**src/rtl/stmix_pkg.sv**
```systemverilog
package stmix_pkg;

   // width of an unsigned value able to hold 0..maxv
   function automatic int bits_for(input int maxv);
      int w;
      w = 1;
      while ((1 << w) <= maxv) w++;
      return w;
   endfunction

   function automatic int sum_width(input int nch, input int aw);
      return bits_for(nch * ((1 << aw) - 1));
   endfunction

   function automatic int out_width(input int nch, input int aw, input int lw);
      return bits_for(nch * ((1 << aw) - 1) * (1 << lw));
   endfunction

   typedef enum logic [0:0] {
      SCALE_MULT     = 1'b0,
      SCALE_SHIFTADD = 1'b1
   } scale_style_e;

endpackage

```
**src/rtl/stmix_gate.sv**
```systemverilog
module stmix_gate #(
   parameter int AMP_W = 4
) (
   input  logic [AMP_W-1:0] amp,
   input  logic             dac_en,
   input  logic             to_left,
   input  logic             to_right,
   output logic [AMP_W-1:0] amp_left,
   output logic [AMP_W-1:0] amp_right
);

   logic [AMP_W-1:0] live_amp;

   always_comb begin
      live_amp  = dac_en ? amp : '0;
      amp_left  = to_left  ? live_amp : '0;
      amp_right = to_right ? live_amp : '0;
   end

endmodule

```
**src/rtl/stmix_side.sv**
```systemverilog
module stmix_side
   import stmix_pkg::*;
#(
   parameter int           NUM_CH = 4,
   parameter int           AMP_W  = 4,
   parameter int           LVL_W  = 3,
   parameter scale_style_e STYLE  = SCALE_MULT,
   localparam int          SUM_W  = sum_width(NUM_CH, AMP_W),
   localparam int          OUT_W  = out_width(NUM_CH, AMP_W, LVL_W)
) (
   input  logic [NUM_CH*AMP_W-1:0] amps,
   input  logic [LVL_W-1:0]        level,
   output logic [OUT_W-1:0]        scaled
);

   localparam int FAC_W = LVL_W + 1;

   logic [SUM_W-1:0] sum;
   logic [FAC_W-1:0] factor;

   always_comb begin
      sum = '0;
      for (int c = 0; c < NUM_CH; c++) begin
         sum = sum + SUM_W'(amps[c*AMP_W +: AMP_W]);
      end
      factor = {1'b0, level} + FAC_W'(1);
   end

   generate
      if (STYLE == SCALE_MULT) begin : g_mult
         always_comb begin
            scaled = OUT_W'(sum) * OUT_W'(factor);
         end
      end else begin : g_shiftadd
         always_comb begin
            scaled = '0;
            for (int b = 0; b < FAC_W; b++) begin
               if (factor[b]) scaled = scaled + (OUT_W'(sum) << b);
            end
         end
      end
   endgenerate

   // a level never shrinks the sum and never scales it past 2**LVL_W
   always_comb begin
      a_r8_scale_bounds: assert ((scaled >= OUT_W'(sum)) &&
                                 (scaled <= (OUT_W'(sum) << LVL_W)));
   end

endmodule

```
**src/rtl/stmix_top.sv**
```systemverilog
module stmix_top
   import stmix_pkg::*;
#(
   parameter int           NUM_CH    = 4,
   parameter int           AMP_W     = 4,
   parameter int           LVL_W     = 3,
   parameter int           VOL_W     = 8,
   parameter int           R_LVL_LSB = 0,
   parameter int           L_LVL_LSB = 4,
   parameter scale_style_e STYLE     = SCALE_MULT,
   localparam int          PAN_W     = 2 * NUM_CH,
   localparam int          OUT_W     = out_width(NUM_CH, AMP_W, LVL_W)
) (
   input  logic                    clk,
   input  logic                    rst,
   input  logic [PAN_W-1:0]        pan_ctrl,
   input  logic [VOL_W-1:0]        vol_ctrl,
   input  logic [NUM_CH*AMP_W-1:0] ch_amp,
   input  logic [NUM_CH-1:0]       dac_on,
   output logic [OUT_W-1:0]        left_out,
   output logic [OUT_W-1:0]        right_out
);

   generate
      if (NUM_CH < 1) begin : g_bad_ch
         $error("stmix_top: NUM_CH must be at least 1");
      end
      if (AMP_W < 1 || LVL_W < 1) begin : g_bad_w
         $error("stmix_top: AMP_W and LVL_W must be at least 1");
      end
      if (R_LVL_LSB + LVL_W > VOL_W || L_LVL_LSB + LVL_W > VOL_W) begin : g_bad_fld
         $error("stmix_top: level field lies outside the volume byte");
      end
      if ((R_LVL_LSB < L_LVL_LSB) ? (R_LVL_LSB + LVL_W > L_LVL_LSB)
                                  : (L_LVL_LSB + LVL_W > R_LVL_LSB)) begin : g_bad_ovl
         $error("stmix_top: level fields overlap");
      end
   endgenerate

   logic [NUM_CH*AMP_W-1:0] amps_l, amps_r;
   logic [OUT_W-1:0]        mix_l, mix_r;
   logic [LVL_W-1:0]        lvl_l, lvl_r;
   logic                    unused_vol_bits;

   assign lvl_l = vol_ctrl[L_LVL_LSB +: LVL_W];
   assign lvl_r = vol_ctrl[R_LVL_LSB +: LVL_W];
   // external-input enable bits take no part in mixing
   assign unused_vol_bits = ^vol_ctrl;

   genvar gi;
   generate
      for (gi = 0; gi < NUM_CH; gi++) begin : g_ch
         stmix_gate #(.AMP_W(AMP_W)) u_gate (
            .amp       (ch_amp[gi*AMP_W +: AMP_W]),
            .dac_en    (dac_on[gi]),
            .to_left   (pan_ctrl[gi + NUM_CH]),
            .to_right  (pan_ctrl[gi]),
            .amp_left  (amps_l[gi*AMP_W +: AMP_W]),
            .amp_right (amps_r[gi*AMP_W +: AMP_W])
         );
      end
   endgenerate

   stmix_side #(
      .NUM_CH(NUM_CH), .AMP_W(AMP_W), .LVL_W(LVL_W), .STYLE(STYLE)
   ) u_side_l (
      .amps   (amps_l),
      .level  (lvl_l),
      .scaled (mix_l)
   );

   stmix_side #(
      .NUM_CH(NUM_CH), .AMP_W(AMP_W), .LVL_W(LVL_W), .STYLE(STYLE)
   ) u_side_r (
      .amps   (amps_r),
      .level  (lvl_r),
      .scaled (mix_r)
   );

   always_ff @(posedge clk) begin
      if (rst) begin
         left_out  <= '0;
         right_out <= '0;
      end else begin
         left_out  <= mix_l;
         right_out <= mix_r;
      end
   end

   // reset clears both outputs on the next edge
   a_r1_reset_clear: assert property (@(posedge clk)
      rst |=> (left_out == '0 && right_out == '0));

   // nothing routed right gives a silent right side
   a_r2_right_unrouted: assert property (@(posedge clk) disable iff (rst)
      (pan_ctrl[NUM_CH-1:0] == '0) |=> (right_out == '0));

   // nothing routed left gives a silent left side
   a_r3_left_unrouted: assert property (@(posedge clk) disable iff (rst)
      (pan_ctrl[PAN_W-1:NUM_CH] == '0) |=> (left_out == '0));

   // all DACs off silences both sides
   a_r5_dac_silence: assert property (@(posedge clk) disable iff (rst)
      (dac_on == '0) |=> (left_out == '0 && right_out == '0));

   // identical routing and level on both sides give identical outputs
   a_r4_symmetric: assert property (@(posedge clk) disable iff (rst)
      (pan_ctrl[NUM_CH-1:0] == pan_ctrl[PAN_W-1:NUM_CH] && lvl_l == lvl_r)
      |=> (left_out == right_out));

endmodule

```
**config.mk**
```make
export PLATFORM = sky130hd
export DESIGN_NAME = stmix_top
export DESIGN_NICKNAME = d
export VERILOG_FILES = /design/src/rtl/stmix_pkg.sv /design/src/rtl/stmix_gate.sv /design/src/rtl/stmix_side.sv /design/src/rtl/stmix_top.sv
export SDC_FILE = /design/constraint.sdc
export NUM_CORES = 1
export LEC_CHECK = 0
export BUFFER_PORTS_ARGS = -buffer_cell sky130_fd_sc_hd__buf_2
export CAP_MARGIN = 0
export CORE_MARGIN = 2
export CORE_UTILIZATION = 44
export CTS_CLUSTER_SIZE = 28
export DETAILED_ROUTE_END_ITERATION = 10
export GPL_ROUTABILITY_DRIVEN = 0
export PLACE_DENSITY = 0.7
export SYNTH_ARGS = -nofsm -noshare
export SYNTH_HDL_FRONTEND = slang
export SYNTH_SLANG_ARGS = --single-unit
```
**constraint.sdc**
```tcl
create_clock -name clk -period 5.9 [get_ports clk]
set_clock_uncertainty 0.1 [all_clocks]
set_input_delay 0.295 -clock clk [delete_from_list [all_inputs] [get_ports clk]]
set_output_delay 0.295 -clock clk [all_outputs]
set_load 0.02 [all_outputs]
```
==> results by group, run 1 <==
Synth
  • Post-synthesis sequential area ratio: 13.6%
  • Unique masters post-synth: 33
  • Post-synthesis net count: 396
  • Post-synthesis cell count: 288
  • Syn avg cell area: 9.18 um^2
  • Cell Area, Synth: 2650 um^2
  • Ys Warns: 0
  • Number of synthesized register bits: 18

Routing
  • Vias: 2,120
  • DRT Pass-1 Iters: 4
  • Final WL: 4900 um
  • Initial DRC Count: 51
  • Via density: 5.07
  • DRC: 0
  • WL/cell: 11.7 um
  • ANT nets after route: 0

Pwr
  • VDD IR max: 144 uV
  • Clk pwr share: 17.5%
  • Net switching fraction of the power: 39.8%
  • LEAKAGE: 1.76 nW
  • Logic pwr share: 55.8%
  • Cell Int Power: 0.333 mW
  • Flop pwr share: 26.7%
  • Psw: 0.220 mW
  • P per Cell Area: 182 nW/um^2

Cells and area
  • Antenna Cells: 0
  • Post-Layout Cell Count: 418
  • Area grow syn2layout: 15.3%
  • Share of post-route cells with drive strength above 1: 18.1%
  • NumNets Final: 452

Floorplan
  • Die Height: 81.5 um
  • Initial Util: 45.2%
  • Die area: 6650 um^2
  • Die Wd: 81.5 um
  • Ports: 56
  • Core area: 5850 um^2
  • FP Rows: 28

Clock network
  • CTS tree: built
  • # Post-CTS Setup Buffers: 0
  • Post_cts resized: 0
  • Root buffer cell: clkbuf_8
  • Clock Path Buffers: 2
  • H-tree Lvls: 1
  • Number of CTS-inserted buffers: 3
  • Clk slew on worst S/H paths: 60 ps
  • Hold_buf cts: 0
  • Clock Sink Count: 18

GRT
  • Gr ovfl total: 0
  • Largest net degree at the start of global routing: 27
  • First-pass GRT wire length: 8760 um
  • GRT Resource Usage Total: 16.5%
  • Number of global-route vias before repair: 2,029
  • Initial antenna violation count: 0

Hold path
  • Hold path startpoint: vol_ctrl[0]
  • Hold depth: 2
  • Hold/Removal Path Class: input port to register
  • Hold Path End: right_out[0]

Setup path
  • Req. time, crit path: 5920 ps
  • CP Max Fanout: 4
  • Worst Setup End Kind: register
  • CP Data Arrival Time: 5060 ps
  • CP startpoint kind: input port
  • Critical setup path kind: input port to register

STA
  • Final setup TNS: 0 ps
  • Worst-Margin Slew: 448 ps
  • RSZ-0062 raised after global routing: false
  • Max-slew violations: 0
  • Final hold vios: 0
  • Count of final setup violators: 0
  • Final min period: 5040 ps
  • Max-slew headroom: 69.9%
  • Fin crit share: 85.4%
  • Maximum clock rate: 198 MHz

Placement
  • Port Buf Inserts: 53
  • DP HPWL: 4280 um
  • Placed Cells: 414

Job
  • Maxcap violations: 0

Outcome
  • Status: completed
-- cells by family after synthesis --
kind of cell | count (synthesis) | share of synthesized area [%]
DFF | 18 | 13.6
and+or+nand+nor | 117 | 25.1
adders and majority gates | 70 | 41.1
buffers and inverters | 27 | 3.93
xor gates and xnor gates | 21 | 6.95
AOI/OAI and AO/OA | 35 | 9.32
-- final cells by class --
| class | instances | area (um^2) |
|---|---|---|
| Fill cell | 544 | 2800 |
| Multi-Input combinational cell | 243 | 2180 |
| Sequential cell | 18 | 360 |
| Timing Repair Buffer | 53 | 265 |
| Inverter | 25 | 93.8 |
| Tap cell | 75 | 93.8 |
| Clock buffer | 4 | 55.1 |
-- synthesized netlist by cell type, drive strengths merged --
cell type / count / share of area (%)
ha: 42 / 20
xnor2: 12 / 4.0
fa: 28 / 21
nor2: 29 / 4.1
nand3: 4 / 0.95
or4b: 1 / 0.38
o21ai: 3 / 0.57
buf: 2 / 0.38
or2: 3 / 0.71
nand2b: 5 / 1.2
a21o: 13 / 3.7
dfxtp: 18 / 14
a21oi: 10 / 1.9
nand4: 1 / 0.24
inv: 25 / 3.5
nand2: 6 / 0.85
nor3b: 4 / 1.1
nor2b: 10 / 2.4
nor3: 5 / 0.95
nor4b: 3 / 0.99
a211oi: 5 / 2.0
o211ai: 1 / 0.28
xor2: 9 / 3.0
o311ai: 1 / 0.33
o21bai: 2 / 0.57
and2: 10 / 2.4
or3b: 1 / 0.33
nor4bb: 2 / 0.76
and3: 33 / 7.8
-- power by group through the flow --
stage / sequential, mW / clock (mW) / combinational [mW]
3_5_place_dp: 0.151 / 0 / 0.310
6_report: 0.148 / 0.0967 / 0.309
5_1_grt: 0.150 / 0.101 / 0.359
2_1_floorplan: 0.182 / 0 / 0.202
3_3_place_gp: 0.150 / 0 / 0.303
4_1_cts: 0.148 / 0.0991 / 0.312
-- per-layer routing --
| metal | up-vias | global-route usage, % | wire [um] |
|---|---|---|---|
| met5 | - | 0 | 0 |
| met3 | 6 | 1.76 | 312 |
| li1 | 1102 | - | - |
| met4 | 0 | 3.56 | 46 |
| met2 | 64 | 29.2 | 2230 |
| met1 | 948 | 21.8 | 2300 |
-- worst max-delay path, stage by stage --
cell and delay [ps]:
buf_2 110, and3_1 180, ha_1 220, fa_1 400
xor2_1 180, fa_1 560, inv_1 60, fa_1 440
xor2_1 310, nor2_1 90, fa_1 490, inv_1 50
fa_1 520, inv_1 40, ha_1 340, a211oi_2 260
o21bai_1 110, a21oi_1 180, xnor2_1 140, nor2_1 60
-- registers in the layout, summed over array words and instances (netlist names) --
| name | count |
|---|---|
| right_out | 9 |
| left_out | 9 |
-- metrics by stage --
| step | area [um^2] | setup WS, ps | power, mW | utilization [%] | hold slack, ps |
|---|---|---|---|---|---|
| 3_5_place_dp | 2990 | 573 | 0.461 | 51.2 | 514 |
| 5_1_grt | 3050 | 540 | 0.611 | 52.1 | 275 |
| 2_1_floorplan | 2650 | 996 | 0.383 | - | 271 |
| 4_1_cts | 3050 | 833 | 0.560 | 52.1 | 251 |
| 6_report | 3050 | 861 | 0.554 | 52.1 | 256 |
| 3_3_place_gp | 2990 | 607 | 0.454 | 51.2 | 510 |
-- worst max-delay path by stage --
stage / from / endpoint / cells past startpoint
3_3_place_gp: pan_ctrl[0] / right_out[8] / 20
4_1_cts: pan_ctrl[0] / right_out[8] / 20
3_5_place_dp: pan_ctrl[0] / right_out[8] / 20
2_1_floorplan: pan_ctrl[0] / right_out[8] / 17
6_report: pan_ctrl[0] / right_out[8] / 20
5_1_grt: pan_ctrl[0] / right_out[8] / 20
-- cell usage in the layout (no fill, tap or decap) --
master / netlist / routed
buf_2: 2 / 53
a211oi_2: 3 / 3
nor3b_1: 4 / 4
xnor2_1: 12 / 12
o21ai_1: 2 / 2
o21bai_1: 2 / 2
o211ai_1: 1 / 1
nand2_1: 6 / 6
or2_1: 2 / 2
nor3_1: 5 / 5
a211oi_1: 2 / 2
xor2_1: 9 / 9
nand3_1: 3 / 3
and3_1: 33 / 33
o311ai_1: 1 / 1
nand4_1: 1 / 1
a21oi_1: 10 / 10
or2_2: 1 / 1
nor4b_1: 3 / 3
nor2b_1: 10 / 10
fa_1: 28 / 28
or4b_1: 1 / 1
o21ai_0: 1 / 1
ha_1: 42 / 42
inv_1: 25 / 25
nand3_2: 1 / 1
and2_1: 10 / 10
nand2b_1: 5 / 5
dfxtp_1: 18 / 18
clkbuf_8: 0 / 4
a21o_1: 13 / 13
or3b_1: 1 / 1
nor2_1: 29 / 29
nor4bb_1: 2 / 2
Note: power is estimated with default switching activity, not from simulation.
==> inputs of run 2 (changes only) <==
Settings changed: PLACE_DENSITY 0.7 to 0.66, SYNTH_HIERARCHICAL from default to 1.
==> results by group, run 2 <==
STA
  • Max-slew headroom: 77.1%
  • Final hold vios: 0
  • Max-slew violations: 0
  • RSZ-0062 raised after global routing: false
  • Final setup margin: 946 ps
  • Worst-Margin Slew: 341 ps
  • Final min period: 4950 ps
  • Count of final setup violators: 0
  • Fin crit share: 84.0%
  • Fin Hold WS: 308 ps
  • Final setup TNS: 0 ps
  • Maximum clock rate: 202 MHz

Cells and area
  • Most common cell after layout, fill and taps aside: inv_1
  • Multi-input gate area: 2110 um^2
  • Post-Layout Cell Count: 439
  • Final Cell Area: 3110 um^2
  • NumNets Final: 472
  • Area of all sequential standard cells: 360 um^2
  • Area grow syn2layout: 14.5%
  • Antenna Cells: 0
  • Final core utilization: 52.2%
  • Top Registers: left_out (9), right_out (9)
  • Share of post-route cells with drive strength above 1: 17.0%
  • Commonest non-fill, non-tap cells in the layout: inv_1, buf_2, ha_1, and3_1, fa_1
  • Fillers: 602

Synth
  • Area fraction of the dominant cell type after synthesis: 23.6%
  • Most common cell in the netlist: inv_1
  • Synth area leaders: fa_1, ha_1, dfxtp_1
  • Unique masters post-synth: 23
  • Commonest cells post-synth: inv_1, ha_1, and3_1, fa_1
  • Post-synthesis net count: 415
  • Cell Area, Synth: 2710 um^2
  • Number of synthesized register bits: 18
  • Syn avg cell area: 8.78 um^2
  • Post-synthesis sequential area ratio: 13.3%
  • Ys Warns: 6
  • Post-synthesis cell count: 309
  • Number of synthesized flops with an enable pin: 0
  • Dominant register cell in the synthesized netlist: dfxtp_1
  • Asr flop ratio synth: 0%
  • Top cell type by total area after synthesis: fa_1

Setup path
  • CP Buf/Inv Count: 5
  • Slowest CP cell: fa_1
  • CP max stage delay: 530 ps
  • CP startpoint kind: input port
  • CP delay by family, top: adder cells
  • Worst Setup End Kind: register
  • Critical setup path kind: input port to register
  • CP Data Arrival Time: 4990 ps
  • Cell breakdown of the critical path: buf_2 > and3_1 > inv_1 > fa_1 > fa_1 > inv_1 > ha_1 > fa_1 > xor2_1 > and2_1 > fa_1 > inv_1 > fa_1 > inv_1 > ha_1 > a211oi_1 > o21bai_1 > a21oi_1 > xnor2_1 > and2b_1
  • Most frequent CP cell: fa_1
  • CP Max Fanout: 8
  • Req. time, crit path: 5940 ps

Placement
  • DP Area: 3070 um^2
  • Placed Cells: 436
  • Port Buf Inserts: 53
  • Pre-CTS setup slack: 718 ps
  • DP HPWL: 4430 um

Routing
  • DRC: 0
  • Via density: 4.71
  • DRT Pass-1 Iters: 4
  • WL/cell: 11.3 um
  • Vias: 2,067
  • Initial DRC Count: 47
  • ANT nets after route: 0
  • Final WL: 4970 um

Clock network
  • Post_cts resized: 0
  • Clock Path Buffers: 2
  • Number of CTS-inserted buffers: 3
  • H-tree Lvls: 1
  • CTS tree: built
  • Clock Sink Count: 18
  • Root buffer cell: clkbuf_8
  • Clk slew on worst S/H paths: 60 ps
  • # Post-CTS Setup Buffers: 0
  • Hold_buf cts: 0

Pwr
  • Final Total Pwr: 0.546 mW
  • Logic pwr share: 58.5%
  • LEAKAGE: 1.81 nW
  • Psw: 0.217 mW
  • Clk pwr share: 14.3%
  • Cell Int Power: 0.329 mW
  • P per Cell Area: 176 nW/um^2
  • Flop pwr share: 27.2%
  • VDD IR max: 123 uV
  • Net switching fraction of the power: 39.8%

Outcome
  • Status: completed

GRT
  • First-pass GRT wire length: 8620 um
  • Initial antenna violation count: 0
  • GRT Resource Usage Total: 16.0%
  • Largest net degree at the start of global routing: 19
  • Number of global-route vias before repair: 2,068
  • Gr ovfl total: 0

Floorplan
  • Die Height: 82.5 um
  • Ports: 56
  • Die area: 6810 um^2
  • Initial Util: 45.6%
  • FP Rows: 28
  • Core area: 5960 um^2
  • Die Wd: 82.5 um

Job
  • Maxcap violations: 0

Hold path
  • Hold/Removal Path Class: input port to register
-- run 2: cells by family (layout without fill, tap and decap cells) --
kind of cell | count (synthesis) | count (layout) | synth area share, %
XOR/XNOR | 24 | 24 | 7.75
flip-flops | 18 | 18 | 13.3
adder cells (fa/ha/maj) | 68 | 68 | 40.2
buffers and inverters | 63 | 118 | 8.85
AO/OA/AOI/OAI | 28 | 28 | 6.55
AND/OR/NAND/NOR | 108 | 108 | 23.4
-- run 2: cell type report --
| type | count | area share [%] |
|---|---|---|
| inverters | 62 | 7.49 |
| flip-flops and latches | 18 | 11.6 |
| repair buffers | 53 | 8.54 |
| clock buffers | 3 | 1.33 |
| well taps | 75 | 3.02 |
| multi-input cells | 228 | 68.0 |
-- run 2: metal layers --
layer  GRT usage, %  share of wire, %
met5              0                 0
met4           3.93              0.68
met3           1.20               4.3
met2           28.0                47
met1           21.5                48
-- run 2: worst paths after layout --
kind | cells past startpoint | end | slack (ps) | start
setup / recovery | 20 | left_out[8] | 950 | dac_on[0]
hold / removal | 2 | left_out[3] | 310 | rst
-- run 2: power by group through the flow --
stage               registers, mW  clock network (mW)  logic [mW]
finish                      0.148              0.0783       0.319
global route                0.151              0.0872       0.369
CTS                         0.149              0.0826       0.323
detailed placement          0.151                   0       0.319
global placement            0.150                   0       0.311
floorplan                   0.182                   0       0.209
==> inputs of run 3 (changes only) <==
Settings changed: ABC_AREA from default to 1.
Clock period 5.9 ns to 4.7 ns, I/O delays scaled along.
==> results by group, run 3 <==
Pwr
  • VDD IR max: 290 uV
  • Flop pwr share: 22.7%
  • Clk pwr share: 14.5%
  • Logic pwr share: 62.8%
  • LEAKAGE: 2.13 nW
  • Final Total Pwr: 0.821 mW
  • P per Cell Area: 228 nW/um^2
  • Psw: 0.342 mW
  • Cell Int Power: 0.479 mW
  • Net switching fraction of the power: 41.7%

Cells and area
  • Final Cell Area: 3600 um^2
  • NumNets Final: 609
  • Final core utilization: 56.3%
  • Share of post-route cells with drive strength above 1: 24.3%
  • Commonest non-fill, non-tap cells in the layout: inv_1, nor2_1, nand2_1, buf_2, fa_1
  • Top Registers: left_out (9), right_out (9)
  • Most common cell after layout, fill and taps aside: inv_1
  • Antenna Cells: 0
  • Area grow syn2layout: 23.2%

Setup path
  • CP Max Fanout: 4
  • CP Data Arrival Time: 4430 ps
  • CP startpoint kind: input port
  • Worst Setup End Kind: register
  • Req. time, crit path: 4730 ps
  • Critical setup path kind: input port to register

Clock network
  • Number of CTS-inserted buffers: 3
  • Clock Path Buffers: 2
  • Clk slew on worst S/H paths: 60 ps
  • CTS tree: built
  • Root buffer cell: clkbuf_8
  • Clock Sink Count: 18
  • H-tree Lvls: 1

STA
  • Final min period: 4400 ps
  • Fin crit share: 93.6%
  • Final setup TNS: 0 ps
  • Count of final setup violators: 0
  • Max-slew violations: 0
  • Final hold vios: 0
  • Max-slew headroom: 60.4%
  • Maximum clock rate: 227 MHz
  • Final setup margin: 300 ps
  • Worst-Margin Slew: 590 ps

Synth
  • Post-synthesis net count: 532
  • Area fraction of the dominant cell type after synthesis: 21.9%
  • Top cell type by total area after synthesis: fa_1
  • Cell Area, Synth: 2920 um^2
  • Number of synthesized register bits: 18
  • Dominant register cell in the synthesized netlist: dfxtp_1
  • Synth area leaders: fa_1, inv_1, ha_1
  • Post-synthesis sequential area ratio: 12.3%
  • Number of synthesized flops with an enable pin: 0
  • Syn avg cell area: 6.86 um^2
  • Asr flop ratio synth: 0%
  • Post-synthesis cell count: 426
  • Unique masters post-synth: 20
  • Most common cell in the netlist: inv_1
  • Commonest cells post-synth: inv_1, nor2_1, nand2_1, ha_1, fa_1
  • Ys Warns: 6

GRT
  • First-pass GRT wire length: 10,100 um
  • GRT Resource Usage Total: 16.7%
  • Gr ovfl total: 0
  • Initial antenna violation count: 0
  • Largest net degree at the start of global routing: 19
  • Number of global-route vias before repair: 2,515

Floorplan
  • Die Height: 85.5 um
  • FP Rows: 29
  • Die area: 7310 um^2
  • Ports: 56
  • Die Wd: 85.5 um
  • Core area: 6390 um^2
  • Initial Util: 45.7%

Placement
  • Pre-CTS setup slack: -213 ps
  • Port Buf Inserts: 53
  • DP HPWL: 5150 um
  • DP Area: 3400 um^2

Job
  • Maxcap violations: 0

Routing
  • Initial DRC Count: 67
  • DRT Pass-1 Iters: 4
  • WL/cell: 9.98 um
  • Via density: 4.50
  • ANT nets after route: 0
  • DRC: 0
  • Vias: 2,608
  • Final WL: 5780 um

Hold path
  • Hold/Removal Path Class: input port to register
  • Hold depth: 4

Outcome
  • Status: completed
[run 3: cell types whose count changed after synthesis, sizes merged, moves of 18 or more]
cell | before | now
inv | 62 | 124
nand3 | 0 | 24
nand2 | 14 | 76
and3 | 36 | 0
and2 | 18 | 0
nor2 | 10 | 84
[run 3: metrics by stage]
step,cells,hold WS [ps]
2_1_floorplan,426,272
3_3_place_gp,573,477
3_5_place_dp,573,472
4_1_cts,577,208
5_1_grt,579,250
6_report,579,210
[run 3: what timing repair did]
| action | 4_1_cts | 5_1_grt |
|---|---|---|
| gates resized for setup | 0 | 31 |
| hold buffers | 0 | 0 |
| endpoints found under the setup margin | 0 | 9 |
| setup buffers | 0 | 2 |
[run 3: final timing paths]
path / endpoint / startpoint / slack (ps)
max: left_out[8] / dac_on[1] / 300
min: left_out[0] / vol_ctrl[4] / 210
[run 3: logic make-up (layout without fill, tap and decap cells)]
group / after synthesis / count (layout) / share of synthesized area [%]
buffers and inverters: 128 / 204 / 17.1
adders and majority gates: 68 / 68 / 37.3
xor gates and xnor gates: 10 / 10 / 3.00
and+or+nand+nor: 190 / 190 / 28.1
AOI/OAI and AO/OA: 12 / 12 / 2.14
DFF: 18 / 18 / 12.3
[run 3: worst max-delay path, stage by stage]
cell	delay [ps]
buf_2	120
nand2_2	80
nor2_2	100
inv_1	50
fa_1	470
fa_1	490
inv_1	40
ha_2	190
fa_2	380
nor2_1	110
nor2_1	70
inv_1	100
nor2_1	70
fa_1	520
inv_1	60
fa_1	510
inv_2	50
ha_4	270
nand2_1	60
nor2_1	90
nand2_1	70
nand3_2	70
inv_1	40
nand2_1	50
nand2_1	50
inv_2	60
nor2_1	30
[run 3: power groups by stage]
stage	Clock (mW)	Sequential (mW)	Combinational, mW
2_1_floorplan	0	0.228	0.283
3_3_place_gp	0	0.189	0.454
3_5_place_dp	0	0.191	0.464
4_1_cts	0.121	0.187	0.468
5_1_grt	0.127	0.189	0.597
6_report	0.119	0.187	0.516
[run 3: final cells by class]
class | instances | area [um^2]
well taps | 77 | 96.3
clock buffers | 4 | 55.1
repair buffers | 74 | 423
multi-input cells | 280 | 2190
inverters | 126 | 473
flip-flops and latches | 18 | 360
fillers | 653 | 2790
[run 3: routing by layer]
layer / share of wire (%) / GRT usage [%] / vias up
met4: 1.5 / 4.18 / 0
li1: - / - / 1385
met5: 0 / 0 / -
met2: 49 / 31.0 / 67
met3: 4.4 / 1.26 / 10
met1: 45 / 20.8 / 1146
